`config.mk`:
```
export PLATFORM = sky130hd
export DESIGN_NAME = xirq_ctrl
export DESIGN_NICKNAME = d
export VERILOG_FILES = /design/src/rtl/xirq_pkg.sv /design/src/rtl/xirq_edge_det.sv /design/src/rtl/xirq_cfg_regs.sv /design/src/rtl/xirq_pending.sv /design/src/rtl/xirq_ctrl.sv
export SDC_FILE = /design/constraint.sdc
export NUM_CORES = 1
export LEC_CHECK = 0
export BUFFER_PORTS_ARGS = -buffer_cell sky130_fd_sc_hd__buf_2
export CORE_MARGIN = 2
export CORE_UTILIZATION = 38
export DETAILED_ROUTE_END_ITERATION = 16
export GPL_TIMING_DRIVEN = 1
export MAX_ROUTING_LAYER = met4
export PLACE_DENSITY = 0.56
export SYNTH_ARGS = -nofsm -noshare
export SYNTH_HDL_FRONTEND = slang
export SYNTH_SLANG_ARGS = --single-unit
```
`constraint.sdc`:
```
create_clock -name clk -period 2.37 [get_ports clk]
set_clock_uncertainty 0.05 [all_clocks]
set_input_delay 0 -clock clk [delete_from_list [all_inputs] [get_ports clk]]
set_output_delay 0 -clock clk [all_outputs]
set_load 0.1 [all_outputs]
```
`src/rtl/xirq_pkg.sv`:
```
package xirq_pkg;

    parameter int unsigned DW = 32;
    parameter int unsigned AW = 8;

    // Lines 0..22 and 30 exist
    localparam logic [DW-1:0] LINE_IMPL = 32'h407F_FFFF;

    localparam logic [AW-1:0] OFS_MASK = 8'h00;
    localparam logic [AW-1:0] OFS_RISE = 8'h08;
    localparam logic [AW-1:0] OFS_FALL = 8'h0C;
    localparam logic [AW-1:0] OFS_SWT  = 8'h10;
    localparam logic [AW-1:0] OFS_PEND = 8'h14;

    typedef enum logic [2:0] {
        RSEL_MASK, RSEL_RISE, RSEL_FALL, RSEL_SWT, RSEL_PEND, RSEL_NONE
    } rsel_e;

    typedef struct packed {
        logic          wr_mask;
        logic          wr_rise;
        logic          wr_fall;
        logic          wr_swt;
        logic          wr_pend;
        logic [DW-1:0] data;
    } bus_wr_t;

    typedef struct packed {
        logic [DW-1:0] mask;
        logic [DW-1:0] rise;
        logic [DW-1:0] fall;
        logic [DW-1:0] swt;
    } cfg_t;

    function automatic rsel_e decode_ofs(input logic [AW-1:0] a);
        case (a)
            OFS_MASK: return RSEL_MASK;
            OFS_RISE: return RSEL_RISE;
            OFS_FALL: return RSEL_FALL;
            OFS_SWT:  return RSEL_SWT;
            OFS_PEND: return RSEL_PEND;
            default:  return RSEL_NONE;
        endcase
    endfunction

endpackage

```
`src/rtl/xirq_edge_det.sv`:
```
module xirq_edge_det #(
    parameter int unsigned         W      = 32,
    parameter int unsigned         STAGES = 2,
    parameter logic [W-1:0]        IMPL   = '1
) (
    input  logic         clk,
    input  logic         rst,
    input  logic [W-1:0] line_in,
    output logic [W-1:0] rise_o,
    output logic [W-1:0] fall_o
);

    localparam int unsigned LAST = STAGES - 1;

    for (genvar g = 0; g < W; g++) begin : g_line
        if (IMPL[g]) begin : g_impl
            logic [STAGES-1:0] sh;
            logic              prev;
            always_ff @(posedge clk) begin
                if (rst) begin
                    sh   <= '0;
                    prev <= 1'b0;
                end else begin
                    sh   <= {sh[STAGES-2:0], line_in[g]};
                    prev <= sh[LAST];
                end
            end
            assign rise_o[g] =  sh[LAST] & ~prev;
            assign fall_o[g] = ~sh[LAST] &  prev;
        end else begin : g_rsvd
            assign rise_o[g] = 1'b0;
            assign fall_o[g] = 1'b0;
        end
    end

endmodule

```
`src/rtl/xirq_cfg_regs.sv`:
```
module xirq_cfg_regs
    import xirq_pkg::*;
#(
    parameter logic [DW-1:0] IMPL = LINE_IMPL
) (
    input  logic          clk,
    input  logic          rst,
    input  bus_wr_t       wr,
    output cfg_t          cfg,
    output logic [DW-1:0] sw_new
);

    logic [DW-1:0] wmask;
    logic [DW-1:0] clr_vec;

    assign wmask   = wr.data & IMPL;
    assign clr_vec = wr.wr_pend ? wmask : '0;
    // Only 0->1 transitions of the software-trigger bits count
    assign sw_new  = wr.wr_swt ? (wmask & ~cfg.swt) : '0;

    always_ff @(posedge clk) begin
        if (rst) begin
            cfg <= '0;
        end else begin
            if (wr.wr_mask) cfg.mask <= wmask;
            if (wr.wr_rise) cfg.rise <= wmask;
            if (wr.wr_fall) cfg.fall <= wmask;
            cfg.swt <= (cfg.swt | sw_new) & ~clr_vec;
        end
    end

    a_r11_mask_rw: assert property (@(posedge clk) disable iff (rst)
        wr.wr_mask |=> cfg.mask == $past(wr.data & IMPL));

    a_r6_swt_hold: assert property (@(posedge clk) disable iff (rst)
        !wr.wr_pend |=> (($past(cfg.swt) & ~cfg.swt) == '0));

endmodule

```
`src/rtl/xirq_pending.sv`:
```
module xirq_pending
    import xirq_pkg::*;
#(
    parameter logic [DW-1:0] IMPL = LINE_IMPL
) (
    input  logic          clk,
    input  logic          rst,
    input  bus_wr_t       wr,
    input  logic [DW-1:0] mask,
    input  logic [DW-1:0] rise_sel,
    input  logic [DW-1:0] fall_sel,
    input  logic [DW-1:0] rise_e,
    input  logic [DW-1:0] fall_e,
    input  logic [DW-1:0] sw_new,
    output logic [DW-1:0] pend
);

    logic [DW-1:0] hw_hit;
    logic [DW-1:0] set_vec;
    logic [DW-1:0] clr_vec;
    logic          fall_block;

    // A falling edge seen while the falling-select register is written is dropped
    assign fall_block = wr.wr_fall;
    assign hw_hit  = (rise_e & rise_sel) | (fall_e & fall_sel & {DW{~fall_block}});
    assign set_vec = (hw_hit | sw_new) & mask & IMPL;
    assign clr_vec = wr.wr_pend ? (wr.data & IMPL) : '0;

    always_ff @(posedge clk) begin
        if (rst) pend <= '0;
        else     pend <= (pend & ~clr_vec) | set_vec;
    end

    a_r5_sw_sets: assert property (@(posedge clk) disable iff (rst)
        |(sw_new & mask) |=> (($past(sw_new & mask) & ~pend) == '0));

    a_r7_w1c: assert property (@(posedge clk) disable iff (rst)
        wr.wr_pend |=> ((pend & $past(wr.data & IMPL & ~(rise_e | fall_e | sw_new))) == '0));

    a_r3_fall_drop: assert property (@(posedge clk) disable iff (rst)
        (wr.wr_fall && rise_e == '0) |=> ((pend & ~$past(pend)) == '0));

    a_r4_masked: assert property (@(posedge clk) disable iff (rst)
        !rst |=> ((pend & ~$past(pend) & ~$past(mask)) == '0));

endmodule

```
`src/rtl/xirq_ctrl.sv`:
```
module xirq_ctrl
    import xirq_pkg::*;
#(
    parameter int unsigned SYNC_STAGES = 2
) (
    input  logic          clk,
    input  logic          rst,
    input  logic [AW-1:0] bus_addr,
    input  logic          bus_wen,
    input  logic [DW-1:0] bus_wdata,
    output logic [DW-1:0] bus_rdata,
    input  logic [DW-1:0] line_in,
    output logic [DW-1:0] irq_lines,
    output logic          irq_any
);

    rsel_e         sel;
    bus_wr_t       wr;
    cfg_t          cfg;
    logic [DW-1:0] sw_new;
    logic [DW-1:0] rise_e;
    logic [DW-1:0] fall_e;
    logic [DW-1:0] pend;

    assign sel = decode_ofs(bus_addr);

    always_comb begin
        wr         = '0;
        wr.data    = bus_wdata;
        wr.wr_mask = bus_wen && sel == RSEL_MASK;
        wr.wr_rise = bus_wen && sel == RSEL_RISE;
        wr.wr_fall = bus_wen && sel == RSEL_FALL;
        wr.wr_swt  = bus_wen && sel == RSEL_SWT;
        wr.wr_pend = bus_wen && sel == RSEL_PEND;
    end

    xirq_edge_det #(
        .W(DW), .STAGES(SYNC_STAGES), .IMPL(LINE_IMPL)
    ) u_edge (
        .clk(clk), .rst(rst), .line_in(line_in),
        .rise_o(rise_e), .fall_o(fall_e)
    );

    xirq_cfg_regs #(.IMPL(LINE_IMPL)) u_cfg (
        .clk(clk), .rst(rst), .wr(wr), .cfg(cfg), .sw_new(sw_new)
    );

    xirq_pending #(.IMPL(LINE_IMPL)) u_pend (
        .clk(clk), .rst(rst), .wr(wr),
        .mask(cfg.mask), .rise_sel(cfg.rise), .fall_sel(cfg.fall),
        .rise_e(rise_e), .fall_e(fall_e), .sw_new(sw_new), .pend(pend)
    );

    always_comb begin
        case (sel)
            RSEL_MASK: bus_rdata = cfg.mask;
            RSEL_RISE: bus_rdata = cfg.rise;
            RSEL_FALL: bus_rdata = cfg.fall;
            RSEL_SWT:  bus_rdata = cfg.swt;
            RSEL_PEND: bus_rdata = pend;
            default:   bus_rdata = '0;
        endcase
    end

    assign irq_lines = pend & cfg.mask;
    assign irq_any   = |irq_lines;

    a_r10_any_follows: assert property (@(posedge clk) disable iff (rst)
        !rst |=> (irq_any == (irq_lines != '0)));

endmodule

```
==> results of run 1 <==
registers in the layout, indices dropped and copies added (netlist names):
signal / cells
u_cfg.cfg: 96
u_edge.g_line.g_impl.prev: 24
u_edge.g_line.g_impl.sh: 48
u_pend.pend: 24
routing by layer:
layer  routed length, microns  GRT usage  share of wire  vias up
met5                        0          -              0        -
met2                    11900      0.371           0.46      283
met3                     1690     0.0381          0.065       43
met4                      603     0.0755          0.023        0
li1                         -          -              -     3648
met1                    11800      0.313           0.45     3529
per-stage QoR:
stage,utilization,TNS (ns)
after global routing,0.517,-0.397
after global placement,0.459,-0.0991
after CTS,0.516,-0.411
after detailed placement,0.459,-0.109
final,0.517,-0.349
after floorplan,-,-0.276
worst min-delay path: cells and delay by family:
kind | cells | cell delay, ns
AOI/OAI and AO/OA | 2 | 0.23
buffers and inverters | 1 | 0.15
and+or+nand+nor | 1 | 0.21
cell usage in the layout, fill, tap and decap left out, types with 17 or more instances in the layout:
cell / n
a21o_1: 20
nor2b_1: 89
o22ai_1: 26
a21oi_1: 111
a22oi_1: 48
nand4b_1: 38
clkbuf_16: 17
buf_12: 28
dlygate4sd3_1: 54
dfxtp_1: 190
nand2_1: 160
buf_4: 61
and2_1: 22
buf_2: 81
logic make-up (layout without fill, tap and decap cells):
kind of cell	count (synthesis)	count (layout)	share of synthesized area
AOI/OAI and AO/OA	257	257	0.206
buffers and inverters	88	266	0.0498
DFF	192	192	0.474
muxes	6	6	0.00833
other	1	18	0.000462
and+or+nand+nor	382	382	0.261
cell type report:
cell class / instances / area, sq um
Fill cell: 1983 / 10100
Multi-Input combinational cell: 661 / 4000
Sequential cell: 192 / 3850
Timing Repair Buffer: 225 / 1980
Clock buffer: 20 / 447
Tap cell: 275 / 344
Clock inverter: 12 / 181
Inverter: 9 / 33.8
Antenna cell: 2 / 5.00
worst paths after layout:
| check | start | endpoint | slack [ns] |
|---|---|---|---|
| worst max-delay path | u_pend.pend[10] | irq_any | -0.35 |
| worst min-delay path | bus_addr[3] | u_pend.pend[20] | 0.16 |
| worst max register to register | u_cfg.cfg[101] | u_pend.pend[5] | 1.15 |
| worst min register to register | u_edge.g_line[14].g_impl.sh[0] | u_edge.g_line[14].g_impl.sh[1] | 0.39 |
timing repair:
action | CTS | global route
gates resized for setup | 7 | 4
hold buffers | 54 | 0
pin swaps | 1 | 2
setup endpoints to repair | 1 | 1
hold endpoints to repair | 144 | 0
power breakdown:
part	total, W	internal, W	switching, W
sequential	0.00330	0.00328	0.0000208
clock	0.00307	0.00180	0.00127
combinational	0.000475	0.000165	0.000310
total	0.00684	0.00525	0.00160
==> qor.yml, run 1 <==
route:
  routedWlPerCell_microns: 18.6
  routed_wirelength_mm: 26.0
  firstDrtPassIters: 6
  drc: 0
  antenna_left: 0
  drt_iter0_drc: 572
  vias: 7503
  via_per_inst: 5.37
cts:
  postCtsSetupBuffers: 0
  cts.clk_slew.worst_paths_ns: 0.07
  clock-sinks: 192
  htree_levels: 4
  cts_buffer_depth: 2
  cts_buffers: 17
  cts_tree: "yes"
  root_buffer: "clkbuf_16"
  clock_latency_ns: 0.43
outcome:
  violations: "setup timing"
  status: "complete, but fails checks"
logic_synthesis:
  synth_top_area_share: 0.474
  synth_area_sq_um: 8110
  synth_seq_area_share: 0.474
  synth_seq_cells: 192
  ys_warn_count: 0
  synthFlopType: "dfxtp_1"
  syn_avg_cell_area_sq_um: 8.76
  ys_async_sr_fraction: 0
  synth_edf_count: 0
  synth_top_cell_by_area: "dfxtp_1"
  synthDistinctLibCells: 39
  synth_most_common_cell: "dfxtp_1"
  synth_cells: 926
  ys_top_cells_by_area: "dfxtp_1, nand2_1, nor2b_1"
  synth_common_cells: "dfxtp_1, nand2_1, a21oi_1"
floorplan:
  fp-row-count: 53
  start_util: 0.387
  pin_count: 140
  coreArea_sq_um: 21000
  fp.dieArea_sq_um: 22500
  fp.dieW_microns: 150
  die_h_microns: 150
timing:
  hold_slack_ns: 0.164
  hold_viol_final: 0
  finalWorstSetupSlack_ns: -0.349
  post-route-min-period_ns: 2.72
  setup_viol: 1
  rsz0062_at_grt: "yes"
  post-route-period-util: 1.15
  fmax_ghz: 0.368
  tightestPinTransition_ns: 0.666
  maxSlewViolCount: 0
  slew_headroom: 0.556
layout:
  stdcell_count: 1396
  layout.nets: 1181
  fin_area_sq_um: 10800
  drive_gt1_frac: 0.206
  area_delta_synth_final_pct: 33.6
placement:
  preCtsSetupSlack_ns: -0.109
  dp_hpwl_mm: 17.0
  dp_cells: 1308
  placed_area_sq_um: 9630
  place.gp.congestion: 0.820
  portBuffers: 107
critical_path:
  cp-start-kind: "flip-flop"
  rr_worst_depth: 4
  critPathKind: "flip-flop to output port"
  cp_slowest_cell: "or4_4"
  critPathRequiredTime_ns: 2.32
  path_cells: "and2_4 -> or4_4 -> or4_4 -> or4_4 -> buf_12"
  cpLargestDelayFamily: "simple AND/OR/NAND/NOR gates"
  worstPathArrival_ns: 2.67
  cp.buffers_inverters: 1
  crit_cells: 5
  path_common_cell: "or4_4"
  endpoint_kind: "output port"
  cp_max_fo: 2
  cpPeakStageDelay_ns: 0.53
global_routing:
  grt_overflow_total: 0
  grt_pass1_vias: 6993
  globalRouteTotalUtil: 0.237
  grt_max_degree: 53
  grt_pass1_wl_mm: 39.3
  antenna_found_initial: 1
hold_path:
  hold_path_class: "input port to flip-flop"
  hold_path_depth: 4
power:
  p_leak_nw: 4.14
  vdd_drop_max_uv: 445
  power_density_nw_per_um2: 632
  total_power_w: 0.00684
flow_run:
  maxCapViolCount: 0
No activity file was read; power rests on OpenSTA's default activity.
==> run 2: changes to the inputs <==
--- a/config.mk
+++ b/config.mk
@@ -10,7 +10,6 @@
 export CORE_UTILIZATION = 38
 export DETAILED_ROUTE_END_ITERATION = 16
 export GPL_TIMING_DRIVEN = 1
-export MAX_ROUTING_LAYER = met4
 export PLACE_DENSITY = 0.56
 export SYNTH_ARGS = -nofsm -noshare
 export SYNTH_HDL_FRONTEND = slang
==> run 2 against run 1 <==
The flow still finishes with violations (setup timing); final area stayed put; utilization unchanged; via count down 0.16%; routed wire length did not move; clock-buffer cell count unchanged; non-clock buffer count is the same; combinational power about the same; sequential power about the same; maximum frequency decreased by 0.37%; power about the same; first-iteration DRC count fell by 4.2%; global-route usage shrank 0.61 points; critical path type unchanged; critical endpoint unchanged; largest power group unchanged; highest routed layer unchanged.
==> qor.yml, run 2 (synthesis results as in run 1) <==
critical_path:
  cp_max_fo: 2  # unchanged
  critPathRequiredTime_ns: 2.32  # about the same
  cpPeakStageDelay_ns: 0.53  # about the same
  worstPathArrival_ns: 2.68  # was 2.67 ns
  critPathKind: "flip-flop to output port"  # unchanged
  cp_slowest_cell: "or4_4"  # unchanged
  endpoint_kind: "output port"  # unchanged
  rr_worst_depth: 4  # unchanged
  crit_end: "irq_any"  # unchanged
  r2r_setup_slack_ns: 1.16  # was 1.15 ns
  cp-start-kind: "flip-flop"  # unchanged
  path_cells: "and2_4 -> or4_4 -> or4_4 -> or4_4 -> buf_12"  # unchanged
  worstReg2RegEnd: "u_pend.pend[5]"  # unchanged
  cp-startpoint: "u_pend.pend[10]"  # unchanged
  path_common_cell: "or4_4"  # unchanged
  r2r-start: "u_cfg.cfg[101]"  # unchanged
placement:
  place.gp.congestion: 0.805  # was 0.820
  placed_area_sq_um: 9630  # unchanged
  preCtsSetupSlack_ns: -0.109  # unchanged
  portBuffers: 107  # unchanged
  dp_hpwl_mm: 17.0  # unchanged
route:
  routed_wirelength_mm: 26.0  # unchanged
  drt_iter0_drc: 548  # was 572
  antenna_left: 0  # unchanged
  drc: 0  # unchanged
  via_per_inst: 5.37  # about the same
  routedWlPerCell_microns: 18.6  # unchanged
  firstDrtPassIters: 7  # was 6
  vias: 7491  # was 7503
floorplan:
  fp-row-count: 53  # unchanged
  start_util: 0.387  # unchanged
  fp.dieW_microns: 150  # unchanged
  pin_count: 140  # unchanged
  fp.dieArea_sq_um: 22500  # unchanged
  coreArea_sq_um: 21000  # unchanged
  die_h_microns: 150  # unchanged
global_routing:
  grt_overflow_total: 0  # unchanged
  grt_pass1_wl_mm: 39.4  # was 39.3 mm
  grt_pass1_vias: 7000  # was 6993
  grt_max_degree: 53  # unchanged
  globalRouteTotalUtil: 0.231  # was 0.237
  antenna_found_initial: 1  # unchanged
cts:
  cts_buffers: 17  # unchanged
  root_buffer: "clkbuf_16"  # unchanged
  cts.clk_slew.worst_paths_ns: 0.07  # about the same
  htree_levels: 4  # unchanged
  cts_buffer_depth: 2  # unchanged
  cts_tree: "yes"  # unchanged
  clock_latency_ns: 0.43  # about the same
  clock-sinks: 192  # unchanged
outcome:
  status: "complete, but fails checks"  # unchanged
  violations: "setup timing"  # unchanged
timing:
  post-route-min-period_ns: 2.73  # was 2.72 ns
  rsz0062_at_grt: "yes"  # unchanged
  slew_headroom: 0.548  # was 0.556
  fmax_ghz: 0.366  # was 0.368 GHz
  maxSlewViolCount: 0  # unchanged
  hold_viol_final: 0  # unchanged
  post-route-period-util: 1.15  # about the same
  finalWorstSetupSlack_ns: -0.359  # was -0.349 ns
  setup_viol: 1  # unchanged
  tightestPinTransition_ns: 0.678  # was 0.666 ns
layout:
  layout_commonest_cell: "dfxtp_1"  # unchanged
  drive_gt1_frac: 0.206  # unchanged
  fin_area_sq_um: 10800  # unchanged
  area_delta_synth_final_pct: 33.6  # unchanged
  final_cell_mix: "dfxtp_1, nand2_1, a21oi_1"  # unchanged
  top_regs: "u_cfg.cfg (96), u_edge.g_line.g_impl.sh (48)"  # unchanged
  fillers: 1983  # unchanged
  layout.nets: 1181  # unchanged
  regMostFlops: "u_cfg.cfg"  # unchanged
  largest_reg_flops: 96  # unchanged
hold_path:
  hold_path_depth: 4  # unchanged
  hold_path_class: "input port to flip-flop"  # unchanged
power:
  vdd_drop_max_uv: 439  # was 445 uV
  power_density_nw_per_um2: 631  # was 632 nW/um^2
  p_leak_nw: 4.14  # unchanged
flow_run:
  maxCapViolCount: 0  # unchanged
-- run 2: area by class of cell --
class                   count  area, sq um  share of cell area
multi-input cells         661         4000               0.369
flip-flops and latches    192         3850               0.355
repair buffers            225         1980               0.182
clock buffers              20          447              0.0412
well taps                 275          344              0.0318
clock inverters            12          181              0.0167
inverters                   9         33.8             0.00312
diodes                      2         5.00            0.000462
-- run 2: how the worst min path moves through the flow --
stage,slack (ns),startpoint,endpoint
floorplan,0.06,bus_wdata[0],u_cfg.cfg[0]
CTS,0.14,bus_wen,u_cfg.cfg[70]
finish,0.17,bus_addr[3],u_pend.pend[20]
global placement,0.16,line_in[18],u_edge.g_line[18].g_impl.sh[0]
detailed placement,0.16,line_in[15],u_edge.g_line[15].g_impl.sh[0]
global route,0.19,bus_wen,u_cfg.cfg[115]
-- run 2: metal layers --
metal | up-vias | global-route usage | routed length [microns]
li1 | 3648 | - | -
met1 | 3543 | 0.310 | 11700
met2 | 262 | 0.372 | 11900
met3 | 38 | 0.0436 | 1770
met4 | 0 | 0.0783 | 575
met5 | - | 0 | 0
-- run 2: timing repair --
item | in CTS | in global routing
setup buffers | 0 | 0
endpoints found under the hold margin | 144 | 0
cloned | 0 | 0
pin swaps | 1 | 2
hold buffers | 54 | 0
endpoints found under the setup margin | 1 | 1
resized for setup | 7 | 4
-- run 2: where the power goes --
group	leakage [nW]	switching [W]	internal (W)
Combinational	2.27	0.000309	0.000165
Sequential	1.56	0.0000208	0.00328
Clock	0.305	0.00126	0.00180
Total	4.14	0.00159	0.00525
-- run 2: per-stage QoR --
step / hold WS, ns / std cells / setup TNS, ns / power [W] / util
6_report: 0.166 / 1396 / -0.359 / 0.00684 / 0.517
5_1_grt: 0.186 / 1394 / -0.401 / 0.00706 / 0.517
4_1_cts: 0.144 / 1394 / -0.411 / 0.00689 / 0.516
3_5_place_dp: 0.164 / 1308 / -0.109 / 0.00377 / 0.459
3_3_place_gp: 0.158 / 1308 / -0.0991 / 0.00377 / 0.459
2_1_floorplan: 0.0612 / 941 / -0.276 / 0.00363 / -
-- run 2: critical path, delay by kind of cell (launching register included) --
kind / cells / cell delay, ns
AND/OR/NAND/NOR: 4 / 1.73
flip-flops: 1 / 0.33
buffers and inverters: 1 / 0.19
